--- src/rtl/wdt_pkg.sv ---
package wdt_pkg;
  typedef enum logic [1:0] {
    SEL_INIT   = 2'd0,
    SEL_RELOAD = 2'd1,
    SEL_COUNT  = 2'd2,
    SEL_STATUS = 2'd3
  } reg_sel_e;

  localparam int unsigned MIN_INIT_VAL   = 2;
  localparam int unsigned RESET_INIT_VAL = 4;
endpackage

--- src/rtl/wdt_prescaler.sv ---
module wdt_prescaler #(
  parameter int unsigned TICK_CYCLES = 8
) (
  input  logic clk_i,
  input  logic rst_ni,
  output logic tick_o
);
  localparam int unsigned PW = (TICK_CYCLES > 2) ? $clog2(TICK_CYCLES) : 1;
  localparam logic [PW-1:0] LAST = PW'(TICK_CYCLES - 1);

  logic [PW-1:0] div_q;
  logic          tick_q;

  always_ff @(posedge clk_i or negedge rst_ni) begin
    if (!rst_ni) begin
      div_q  <= '0;
      tick_q <= 1'b0;
    end else begin
      tick_q <= (div_q == LAST);
      div_q  <= (div_q == LAST) ? '0 : div_q + 1'b1;
    end
  end

  assign tick_o = tick_q;
endmodule

--- src/rtl/wdt_init_reg.sv ---
module wdt_init_reg #(
  parameter int unsigned CNT_W     = 10,
  parameter int unsigned RESET_VAL = 4,
  parameter int unsigned MIN_VAL   = 2
) (
  input  logic             clk_i,
  input  logic             rst_ni,
  input  logic             wr_i,
  input  logic [CNT_W-1:0] wdata_i,
  output logic [CNT_W-1:0] val_o
);
  logic [CNT_W-1:0] val_q;
  logic             legal;

  // values below MIN_VAL are dropped, old value kept
  assign legal = (wdata_i >= CNT_W'(MIN_VAL));

  always_ff @(posedge clk_i or negedge rst_ni) begin
    if (!rst_ni)             val_q <= CNT_W'(RESET_VAL);
    else if (wr_i && legal)  val_q <= wdata_i;
  end

  assign val_o = val_q;
endmodule

--- src/rtl/wdt_down_counter.sv ---
module wdt_down_counter #(
  parameter int unsigned CNT_W = 10
) (
  input  logic             clk_i,
  input  logic             rst_ni,
  input  logic             reload_i,
  input  logic [CNT_W-1:0] load_val_i,
  input  logic             tick_i,
  input  logic             run_i,
  output logic [CNT_W-1:0] cnt_o,
  output logic             expire_o,
  output logic             pulse_o
);
  logic [CNT_W-1:0] cnt_q;
  logic             pulse_q;
  logic             dec;

  // reload beats the tick; zero is terminal until reload
  assign dec      = !reload_i && tick_i && run_i && (cnt_q != '0);
  assign expire_o = dec && (cnt_q == CNT_W'(1));

  always_ff @(posedge clk_i or negedge rst_ni) begin
    if (!rst_ni) begin
      cnt_q   <= '0;
      pulse_q <= 1'b0;
    end else begin
      pulse_q <= expire_o;
      if (reload_i) cnt_q <= load_val_i;
      else if (dec) cnt_q <= cnt_q - 1'b1;
    end
  end

  assign cnt_o   = cnt_q;
  assign pulse_o = pulse_q;
endmodule

--- src/rtl/wdt_reload_timer.sv ---
module wdt_reload_timer #(
  parameter int unsigned CNT_W       = 10,
  parameter int unsigned REG_W       = 16,
  parameter int unsigned CLK_HZ      = 100_000_000,
  parameter int unsigned TICK_MS     = 600,
  parameter int unsigned TICK_CYCLES = (CLK_HZ / 1000) * TICK_MS
) (
  input  logic             clk_i,
  input  logic             rst_ni,
  input  logic             wr_en_i,
  input  logic [1:0]       addr_i,
  input  logic [REG_W-1:0] wdata_i,
  output logic [REG_W-1:0] rdata_o,
  input  logic             pwr_full_on_i,
  output logic [CNT_W-1:0] count_o,
  output logic             timeout_pulse_o,
  output logic             timeout_sts_o
);
  import wdt_pkg::*;

  localparam int unsigned PAD_W = REG_W - CNT_W;

  reg_sel_e         sel;
  logic             wr_init, wr_reload, wr_status;
  logic [CNT_W-1:0] init_val;
  logic [CNT_W-1:0] cnt;
  logic             tick, expire, pulse;
  logic             sts_q;
  logic             unused_wdata_hi;

  assign sel       = reg_sel_e'(addr_i);
  assign wr_init   = wr_en_i && (sel == SEL_INIT);
  assign wr_reload = wr_en_i && (sel == SEL_RELOAD);
  assign wr_status = wr_en_i && (sel == SEL_STATUS);
  assign unused_wdata_hi = ^wdata_i[REG_W-1:CNT_W];

  wdt_prescaler #(.TICK_CYCLES(TICK_CYCLES)) u_presc (
    .clk_i  (clk_i),
    .rst_ni (rst_ni),
    .tick_o (tick)
  );

  wdt_init_reg #(
    .CNT_W     (CNT_W),
    .RESET_VAL (RESET_INIT_VAL),
    .MIN_VAL   (MIN_INIT_VAL)
  ) u_init (
    .clk_i   (clk_i),
    .rst_ni  (rst_ni),
    .wr_i    (wr_init),
    .wdata_i (wdata_i[CNT_W-1:0]),
    .val_o   (init_val)
  );

  wdt_down_counter #(.CNT_W(CNT_W)) u_cnt (
    .clk_i      (clk_i),
    .rst_ni     (rst_ni),
    .reload_i   (wr_reload),
    .load_val_i (init_val),
    .tick_i     (tick),
    .run_i      (pwr_full_on_i),
    .cnt_o      (cnt),
    .expire_o   (expire),
    .pulse_o    (pulse)
  );

  // sticky flag rises with the pulse; set wins over W1C
  always_ff @(posedge clk_i or negedge rst_ni) begin
    if (!rst_ni)                      sts_q <= 1'b0;
    else if (expire)                  sts_q <= 1'b1;
    else if (wr_status && wdata_i[0]) sts_q <= 1'b0;
  end

  always_comb begin
    rdata_o = '0;
    unique case (sel)
      SEL_INIT:   rdata_o = {{PAD_W{1'b0}}, init_val};
      SEL_RELOAD: rdata_o = '0;
      SEL_COUNT:  rdata_o = {{PAD_W{1'b0}}, cnt};
      SEL_STATUS: rdata_o = {{(REG_W-1){1'b0}}, sts_q};
      default:    rdata_o = '0;
    endcase
  end

  assign count_o         = cnt;
  assign timeout_pulse_o = pulse;
  assign timeout_sts_o   = sts_q;
endmodule

--- config.mk ---
export PLATFORM = sky130hd
export DESIGN_NAME = wdt_reload_timer
export DESIGN_NICKNAME = d
export VERILOG_FILES = /design/src/rtl/wdt_pkg.sv /design/src/rtl/wdt_prescaler.sv /design/src/rtl/wdt_init_reg.sv /design/src/rtl/wdt_down_counter.sv /design/src/rtl/wdt_reload_timer.sv
export SDC_FILE = /design/constraint.sdc
export NUM_CORES = 1
export LEC_CHECK = 0
export BUFFER_PORTS_ARGS = -buffer_cell sky130_fd_sc_hd__buf_2
export CORE_UTILIZATION = 53
export DETAILED_ROUTE_END_ITERATION = 6
export PLACE_DENSITY = 0.77
export SLEW_MARGIN = 0
export SYNTH_ARGS = -nofsm -noshare
export SYNTH_HDL_FRONTEND = slang
export SYNTH_SLANG_ARGS = --single-unit
export TNS_END_PERCENT = 10
--- constraint.sdc ---
create_clock -name clk_i -period 3.5 [get_ports clk_i]
set_input_delay 0.35 -clock clk_i [delete_from_list [all_inputs] [get_ports clk_i]]
set_output_delay 0.35 -clock clk_i [all_outputs]
set_load 0.005 [all_outputs]
==> results of run 1 <==
==> routing by layer <==
metal	wire length (um)	up-vias	track usage, %
met5	0	-	0
met4	8	0	3.92
met3	222	2	4.56
met2	2550	43	34.4
met1	2680	1068	33.2
li1	-	1078	-
==> state kept, by name, indices dropped and copies added, names as in the netlist <==
name	cells
u_cnt.pulse_o	1
timeout_sts_o	1
u_init.val_o	10
u_presc.tick_o	1
u_cnt.cnt_o	10
u_presc.div_q	26
==> final cells by class <==
class | instances | area [um2] | area share (%)
clock inverters | 2 | 10.0 | 0.336
clock buffers | 6 | 72.6 | 2.44
multi-input cells | 212 | 1360 | 45.7
well taps | 67 | 83.8 | 2.82
repair buffers | 38 | 193 | 6.47
flip-flops and latches | 49 | 1230 | 41.2
inverters | 8 | 30.0 | 1.01
==> worst paths after layout <==
kind | cells after the start | slack, ns | from | to
hold / removal | 1 | 0.23 | rst_ni | u_cnt.pulse_o
max in group asynchronous | 1 | 2.62 | rst_ni | u_presc.div_q[17]
min in group clk_i | 2 | 0.30 | wdata_i[7] | u_init.val_o[7]
hold reg to reg | 1 | 0.51 | timeout_sts_o | timeout_sts_o
setup / recovery | 6 | 1.31 | u_cnt.cnt_o[0] | u_cnt.cnt_o[6]
setup reg to reg | 6 | 1.31 | u_cnt.cnt_o[0] | u_cnt.cnt_o[6]
==> metrics by stage <==
stage / std cells / hold slack [ns] / power (uW)
final: 382 / 0.230 / 1230
after floorplan: 285 / 0.0544 / 815
after detailed placement: 374 / 0.496 / 914
after global placement: 374 / 0.484 / 906
after CTS: 382 / 0.287 / 1230
after global routing: 382 / 0.294 / 1290
==> cell usage in the layout (no fill, tap or decap), types with 2 or more instances in the layout <==
cell type  instances
or3b_2             2
o31ai_1            4
dfrtp_1           48
a21oi_1            8
a22oi_1            2
ha_1               3
nand4_1            9
clkbuf_8           5
nand2_1           18
mux2_2            11
or3_1              3
a31oi_1            2
nand3_1           21
and4_1             3
nor3_1            10
xor2_1             8
nor2b_1            2
nor4_1             6
clkinv_2           2
o41ai_1            2
o21ai_0            9
conb_1             6
and3_1             4
nand3b_1           2
buf_2             37
mux2i_1           12
inv_1              8
or4_1              6
nor2_1            33
xnor2_1            7
==> power by group <==
group | internal (uW) | leakage, uW | switching, uW
clock | 139 | 0.0000450 | 183
sequential | 615 | 0.000624 | 73.0
combinational | 108 | 0.000677 | 107
==> worst max-delay path, delay by kind of cell (launching register included) <==
kind / cells / cell delay [ns]
simple gates: 2 / 0.72
compound gates: 2 / 0.55
flops: 1 / 0.44
fa+ha+maj: 1 / 0.24
buf+inv: 1 / 0.13
==> cells by family after synthesis <==
group	share of synthesized area, %
xor gates and xnor gates	4.90
and+or+nand+nor	25.9
adders and majority gates	1.40
buffers and inverters	4.30
DFF	45.8
AOI/OAI and AO/OA	8.45
muxes	9.11
other	0.140
==> flow_metrics.py, run 1 <==
metrics = {
    "worst_hold_path": {
        "holdCritPathClass": "input pin to async pin",
    },
    "yosys": {
        "synth_top_cells_by_count": "dfrtp_1, nor2_1, nand3_1",
        "yosysTopAreaCell": "dfrtp_1",
        "post_synth.cell_area_avg_um2": 9.57,
        "synth_top_cell_area_share_pct": 44.8,
        "synth_edf_count": 0,
        "synth_seq_cells": 49,
        "ys_warn_count": 0,
        "syn_inst": 280,
        "ys_top_cells_by_area": "dfrtp_1, nor2_1, mux2_2",
        "ys_seq_area_share_pct": 45.8,
        "synth_most_common_cell": "dfrtp_1",
        "ys_types": 51,
        "ys.flop_type": "dfrtp_1",
        "synthesis.area_um2": 2680,
        "async_flop_share_pct": 100,
    },
    "drt": {
        "drc": 0,
        "routed_via_density": 5.74,
        "wl_per_cell_um": 14.3,
        "postRouteAntennaNets": 0,
        "drt_iter0_markers": 119,
        "vias": 2191,
        "first_pass_iters": 4,
        "wl_mm": 5.46,
    },
    "sta": {
        "slew-limit-headroom_pct": 28.6,
        "worstMarginPinSlew_ns": 1.06,
        "fin_setup_tns_ns": 0,
        "rsz0062_at_grt": "false",
        "max_freq_mhz": 456,
        "layout_setup_ws_ns": 1.31,
        "period_minus_slack_ns": 2.19,
        "setup_violations": 0,
        "finalCritPeriodShare_pct": 62.7,
        "slew_violations": 0,
        "finalHoldViolations": 0,
        "finClkSkew_ns": 0.00460,
    },
    "final_layout": {
        "layout-area-overhead-vs-synth_pct": 11.2,
        "fillers": 424,
        "drive_above_1_share_pct": 20.3,
        "fin_util_pct": 62.2,
        "final_cell_area_um2": 2980,
        "n_antenna_cell": 0,
        "fin_nets": 339,
    },
    "clock_network": {
        "cts_buffers": 5,
        "root_buffer": "clkbuf_8",
        "cts_setup_buffers": 0,
        "ctsResizeCount": 0,
        "insertion_delay_ns": 0.30,
        "htreeDepth": 2,
        "cts_hold_buf": 0,
        "cts.clk_slew.worst_paths_ns": 0.09,
        "cts_tree": "yes",
        "cts_max_path_buffers": 2,
        "clock_sinks": 49,
    },
    "critical_path": {
        "cp-end-kind": "register",
        "cp_slowest_stage_delay_ns": 0.48,
        "crit_required_ns": 3.68,
        "crit_fanout": 5,
        "worstPathArrival_ns": 2.38,
        "slowest_stage": "or3b_2",
        "startpoint_type": "register",
        "crit_chain": "inv_1, ha_1, or3b_2, a211oi_1, nor3b_1, o21ai_0",
        "critical_path_class": "register to register",
    },
    "placed_design": {
        "port_buffers": 37,
        "dp_slack_ns": 1.33,
        "gp_congestion": 0.863,
        "placed_cell_area_um2": 2900,
        "dp_hpwl_mm": 3.92,
    },
    "die": {
        "die_area_um2": 5340,
        "core_um2": 4790,
        "rows": 25,
        "ios": 50,
        "die_w_um": 73.1,
        "fp.dieH_um": 73.1,
        "initial_utilization_pct": 56.0,
    },
    "global_routing": {
        "grt_first_pass_wirelength_mm": 9.23,
        "grt_overflow": 0,
        "grt_max_degree": 50,
        "grt_pass1_vias": 1963,
        "grt_usage_pct": 22.4,
        "antenna_found_initial": 0,
    },
    "power_and_ir_drop": {
        "p_leak_uw": 0.00135,
        "pwr_density_cell_nw_per_um2": 412,
        "ir_drop_mv": 0.404,
    },
    "flow_run": {
        "drv_cap": 0,
    },
    "outcome": {
        "outcome": "completed",
    },
}
Note: power is estimated with default switching activity, not from simulation.
==> inputs of run 2 (changes only) <==
- CORE_UTILIZATION: 53 -> 50
- PLACE_DENSITY: 0.77 -> 0.76
- clock period: 3.5 -> 1.8 ns (I/O delays scaled with it)
==> flow_metrics.py, run 2 (synthesis gave the netlist of run 1 again) <==
metrics = {
    "die": {
        "die_w_um": 75.2,
        "rows": 26,
        "initial_utilization_pct": 52.1,
        "ios": 50,
        "die_area_um2": 5650,
        "fp.dieH_um": 75.2,
        "core_um2": 5140,
    },
    "drt": {
        "first_pass_iters": 4,
        "vias": 2487,
        "drt_iter0_markers": 164,
        "routed_via_density": 5.73,
        "wl_per_cell_um": 15.0,
        "wl_mm": 6.51,
        "drc": 0,
        "postRouteAntennaNets": 0,
    },
    "sta": {
        "layout_setup_ws_ns": -0.0373,
        "worstMarginPinSlew_ns": 0.719,
        "slew_violations": 0,
        "setup_violations": 4,
        "rsz0062_at_grt": "true",
        "max_freq_mhz": 544,
        "finClkSkew_ns": 0.0131,
        "slew-limit-headroom_pct": 52.0,
        "period_minus_slack_ns": 1.84,
        "finalHoldViolations": 0,
        "fin_setup_tns_ns": -0.110,
        "finalCritPeriodShare_pct": 102,
    },
    "clock_network": {
        "insertion_delay_ns": 0.31,
        "cts_max_path_buffers": 2,
        "cts.clk_slew.worst_paths_ns": 0.09,
        "htreeDepth": 2,
        "clock_sinks": 49,
        "cts_tree": "yes",
        "cts_buffers": 5,
        "root_buffer": "clkbuf_8",
    },
    "critical_path": {
        "cp_slowest_stage_delay_ns": 0.54,
        "crit_chain": "nand3_2, buf_4, or4_1, or2_0, o41ai_2",
        "critical_path_class": "register to register",
        "crit_fanout": 5,
        "crit_required_ns": 2.02,
        "startpoint_type": "register",
        "cp-end-kind": "register",
        "worstPathArrival_ns": 2.05,
        "slowest_stage": "or4_1",
    },
    "global_routing": {
        "grt_usage_pct": 25.0,
        "grt_max_degree": 50,
        "antenna_found_initial": 0,
        "grt_overflow": 0,
        "grt_first_pass_wirelength_mm": 10.6,
        "grt_pass1_vias": 2332,
    },
    "power_and_ir_drop": {
        "pwr-share-comb_pct": 23.1,
        "ir_drop_mv": 0.357,
        "p_int_uw": 1930,
        "power_uw": 2680,
        "clockPowerShare_pct": 29.0,
        "p_leak_uw": 0.00159,
        "pwr_density_cell_nw_per_um2": 766,
        "swShare_pct": 28.2,
        "power_switching_uw": 757,
        "power_frac_seq_pct": 47.9,
    },
    "final_layout": {
        "largest_register_ff_count": 26,
        "fillers": 411,
        "fin_util_pct": 68.1,
        "n_antenna_cell": 0,
        "final_cell_mix": "buf_4, dfrtp_1, buf_2, nor2_1, nand3_1",
        "layout-area-overhead-vs-synth_pct": 30.7,
        "fin_nets": 388,
        "final_common_cell": "buf_4",
        "largest-register": "u_presc.div_q",
        "drive_above_1_share_pct": 36.3,
    },
    "placed_design": {
        "port_buffers": 37,
        "dp_slack_ns": -0.151,
        "gp_congestion": 0.866,
        "dp_hpwl_mm": 4.69,
    },
    "worst_hold_path": {
        "holdCritPathClass": "input pin to register",
    },
    "flow_run": {
        "drv_cap": 0,
    },
    "outcome": {
        "outcome": "complete, but fails checks",
        "violations": "negative setup slack",
    },
}
run 2: changes by cell type in the layout (fill, tap and decap cells not counted), sizes merged:
cell	previous run	this run
bufinv	0	1
dlygate4sd3	0	1
clkinv	2	1
buf	38	86
run 2: through the flow:
| stage | hold WS, ns | area (um2) | cells |
|---|---|---|---|
| after floorplan | -0.116 | 2710 | 285 |
| after global placement | 0.318 | 3260 | 423 |
| after detailed placement | 0.317 | 3260 | 423 |
| after CTS | 0.113 | 3400 | 432 |
| after global routing | 0.116 | 3500 | 434 |
| final | 0.125 | 3500 | 434 |
run 2: layer usage:
metal | up-vias | GRT usage [%] | routed length [um]
li1 | 1172 | - | -
met1 | 1199 | 30.2 | 2670
met2 | 97 | 43.2 | 3280
met3 | 19 | 4.82 | 384
met4 | 0 | 11.9 | 172
met5 | - | 0 | 0
run 2: critical path: cells and delay by family (launching register included):
kind	cells	cell delay, ns
flops	1	0.42
compound gates	1	0.27
simple gates	3	0.92
buf+inv	1	0.15
run 2: what timing repair did:
action                                  4_1_cts  5_1_grt
pin swaps                                     1        3
resized for setup                             8       14
hold buffers                                  1        0
hold endpoints to repair                     48        0
setup buffers                                 0        2
endpoints found under the setup margin       11       20
run 2: worst paths after layout:
kind / startpoint / end / slack, ns / depth (start not counted)
worst max register to register: u_presc.div_q[6] / u_presc.div_q[22] / -0.04 / 5
worst min-delay path: wdata_i[7] / u_init.val_o[7] / 0.12 / 2
worst max-delay path: u_presc.div_q[6] / u_presc.div_q[22] / -0.04 / 5
min in group asynchronous: rst_ni / u_init.val_o[0] / 0.49 / 3
worst min register to register: u_presc.div_q[6] / u_presc.div_q[6] / 0.53 / 1
max in group asynchronous: rst_ni / u_presc.div_q[6] / 0.84 / 3
run 2: power groups by stage:
stage,combinational [uW],sequential [uW],clock (uW)
6_report,621,1280,778
5_1_grt,704,1300,837
4_1_cts,610,1280,798
3_5_place_dp,601,1300,0
3_3_place_gp,585,1300,0
2_1_floorplan,280,1310,0
run 2: layout make-up:
type	instances	area [um2]	area share [%]
clock buffers	6	72.6	2.07
inverters	8	30.0	0.858
clock inverters	2	35.0	1.00
well taps	70	87.6	2.50
flip-flops and latches	49	1230	35.1
multi-input cells	212	1480	42.3
repair buffers	87	567	16.2
==> inputs of run 3 (changes only) <==
- ABC_AREA: unset -> 1
- CORE_UTILIZATION: 50 -> 51
==> flow_metrics.py, run 3 <==
metrics = {
    "outcome": {
        "outcome": "completed",
    },
    "die": {
        "core_um2": 5570,
        "die_w_um": 78.7,
        "rows": 27,
        "fp.dieH_um": 78.7,
        "ios": 50,
        "initial_utilization_pct": 53.8,
        "die_area_um2": 6190,
    },
    "yosys": {
        "synth_most_common_cell": "nand2_1",
        "synth_top_cells_by_count": "nand2_1, nor2_1, inv_1",
        "ys_types": 36,
        "synth_edf_count": 0,
        "async_flop_share_pct": 100,
        "yosysTopAreaCell": "dfrtp_1",
        "ys_warn_count": 0,
        "syn_inst": 426,
        "synthesis.area_um2": 3000,
        "synth_seq_cells": 49,
        "ys_seq_area_share_pct": 40.9,
        "ys.flop_type": "dfrtp_1",
        "ys_top_cells_by_area": "dfrtp_1, nand2_1, nor2_1",
        "synth_top_cell_area_share_pct": 40.0,
        "post_synth.cell_area_avg_um2": 7.04,
    },
    "drt": {
        "routed_via_density": 5.11,
        "wl_per_cell_um": 12.5,
        "top_layer_used": "met4",
        "first_pass_iters": 5,
        "drt_iter0_markers": 257,
        "vias": 2774,
        "m1WireLength_mm": 3.18,
        "wl_met2_mm": 3.00,
        "met3_length_um": 458,
        "drc": 0,
        "postRouteAntennaNets": 0,
        "wl_mm": 6.78,
    },
    "power_and_ir_drop": {
        "p_leak_uw": 0.00171,
        "swShare_pct": 32.7,
        "power_uw": 2480,
        "power_frac_seq_pct": 52.2,
        "power_switching_uw": 811,
        "ir_drop_mv": 0.367,
        "p_int_uw": 1670,
        "clockPowerShare_pct": 27.3,
        "pwr-share-comb_pct": 20.5,
        "pwr_density_cell_nw_per_um2": 739,
    },
    "worst_hold_path": {
        "min_from": "wdata_i[2]",
        "hold_depth": 3,
        "holdPathEnd": "u_init.val_o[2]",
        "holdCritPathClass": "input pin to register",
    },
    "clock_network": {
        "root_buffer": "clkbuf_8",
        "insertion_delay_ns": 0.31,
        "cts_max_path_buffers": 2,
        "htreeDepth": 2,
        "cts_tree": "yes",
        "cts.clk_slew.worst_paths_ns": 0.09,
        "clock_sinks": 49,
        "cts_buffers": 5,
    },
    "flow_run": {
        "drv_cap": 0,
    },
    "critical_path": {
        "crit_required_ns": 2.05,
        "critical_path_class": "register to register",
        "worstReg2RegStart": "u_cnt.cnt_o[0]",
        "reg2reg_depth": 9,
        "startpoint_type": "register",
        "cp-startpoint": "u_cnt.cnt_o[0]",
        "crit_fanout": 9,
        "ff2ff_setup_slack_ns": 0.13,
        "cp-end-kind": "register",
        "worstPathArrival_ns": 1.92,
        "r2r-end": "u_cnt.cnt_o[9]",
    },
    "sta": {
        "finalHoldViolations": 0,
        "slew_violations": 0,
        "fin_setup_tns_ns": 0,
        "setup_violations": 0,
        "max_freq_mhz": 598,
        "rsz0062_at_grt": "false",
        "slew-limit-headroom_pct": 28.6,
        "period_minus_slack_ns": 1.67,
        "finalCritPeriodShare_pct": 93.0,
        "finClkSkew_ns": 0.00462,
        "worstMarginPinSlew_ns": 1.07,
    },
    "final_layout": {
        "stdcell_count": 543,
        "largest_register_ff_count": 26,
        "final_common_cell": "nand2_1",
        "final_cell_area_um2": 3350,
        "final_cell_mix": "nand2_1, nor2_1, inv_1, dfrtp_1, nand3_1",
        "fin_util_pct": 60.1,
        "layout-area-overhead-vs-synth_pct": 11.7,
        "n_antenna_cell": 0,
        "drive_above_1_share_pct": 15.3,
        "largest-register": "u_presc.div_q",
        "fin_nets": 495,
        "fillers": 549,
    },
    "placed_design": {
        "gp_congestion": 0.920,
        "dp_cells": 534,
        "placed_cell_area_um2": 3250,
        "dp_hpwl_mm": 5.09,
        "port_buffers": 37,
    },
    "global_routing": {
        "grt_first_pass_wirelength_mm": 11.6,
        "grt_usage_pct": 24.2,
        "grt_max_degree": 50,
        "grt_overflow": 0,
        "grt_pass1_vias": 2534,
        "antenna_found_initial": 0,
    },
}
[run 3: cell count changes in the layout (fill, tap and decap cells not counted), sizes merged, moves of 14 or more]
cell   before  now
buf        86   43
inv         8   56
nand2      18  134
nand3      21   44
nor2       33   70
o21ai       9   23
[run 3: how the worst max path moves through the flow]
stage | to | slack, ns | cells past startpoint
after floorplan | u_presc.div_q[5] | 0.30 | 9
after global placement | u_init.val_o[9] | 0.15 | 5
after detailed placement | u_init.val_o[9] | 0.1 | 5
after CTS | u_cnt.cnt_o[9] | 0.11 | 9
after global routing | u_cnt.cnt_o[9] | 0.007 | 9
final | u_cnt.cnt_o[9] | 0.13 | 9
[run 3: cell type report]
type	instances	area (um2)	share of cell area, %
Clock buffer	5	68.8	2.05
Sequential cell	49	1230	36.6
Timing Repair Buffer	44	240	7.17
Clock inverter	3	21.3	0.635
Inverter	55	209	6.24
Multi-Input combinational cell	315	1490	44.6
Tap cell	72	90.1	2.69
[run 3: worst max-delay path, stage by stage (launching register included)]
cell,delay [ns]
dfrtp_1,0.42
inv_1,0.14
ha_1,0.21
nand2_1,0.12
nor2_1,0.15
nand2_1,0.11
nand2_4,0.12
buf_4,0.16
nand3_1,0.08
nand3_1,0.10
[run 3: routing by layer]
metal / global-route usage (%) / up-vias
li1: - / 1403
met1: 34.8 / 1253
met2: 36.3 / 104
met3: 4.83 / 14
met4: 7.96 / 0
met5: 0 / -
[run 3: power groups by stage]
stage / clock network [uW] / logic [uW] / registers, uW
2_1_floorplan: 0 / 331 / 1290
5_1_grt: 732 / 578 / 1300
3_3_place_gp: 0 / 495 / 1310
6_report: 677 / 507 / 1290
3_5_place_dp: 0 / 503 / 1310
4_1_cts: 692 / 507 / 1290
[run 3: metrics by stage]
| stage | hold WS [ns] | setup WS [ns] |
|---|---|---|
| 2_1_floorplan | -0.116 | 0.300 |
| 3_5_place_dp | 0.325 | 0.0998 |
| 3_3_place_gp | 0.324 | 0.149 |
| 5_1_grt | 0.0959 | 0.00657 |
| 6_report | 0.0899 | 0.127 |
| 4_1_cts | 0.0807 | 0.107 |
[run 3: kinds of logic after synthesis]
logic type / Yosys count / share of synthesized area, %
AOI/OAI and AO/OA: 34 / 6.13
other: 1 / 0.125
adders and majority gates: 3 / 1.25
xor gates and xnor gates: 13 / 3.79
buffers and inverters: 67 / 10.1
and+or+nand+nor: 259 / 37.7
DFF: 49 / 40.9
[run 3: what timing repair did]
| action | CTS | global route |
|---|---|---|
| endpoints found under the hold margin | 48 | 0 |
| hold buffers | 1 | 0 |
| endpoints found under the setup margin | 0 | 2 |
| gates resized for setup | 0 | 1 |
| setup buffers | 0 | 0 |
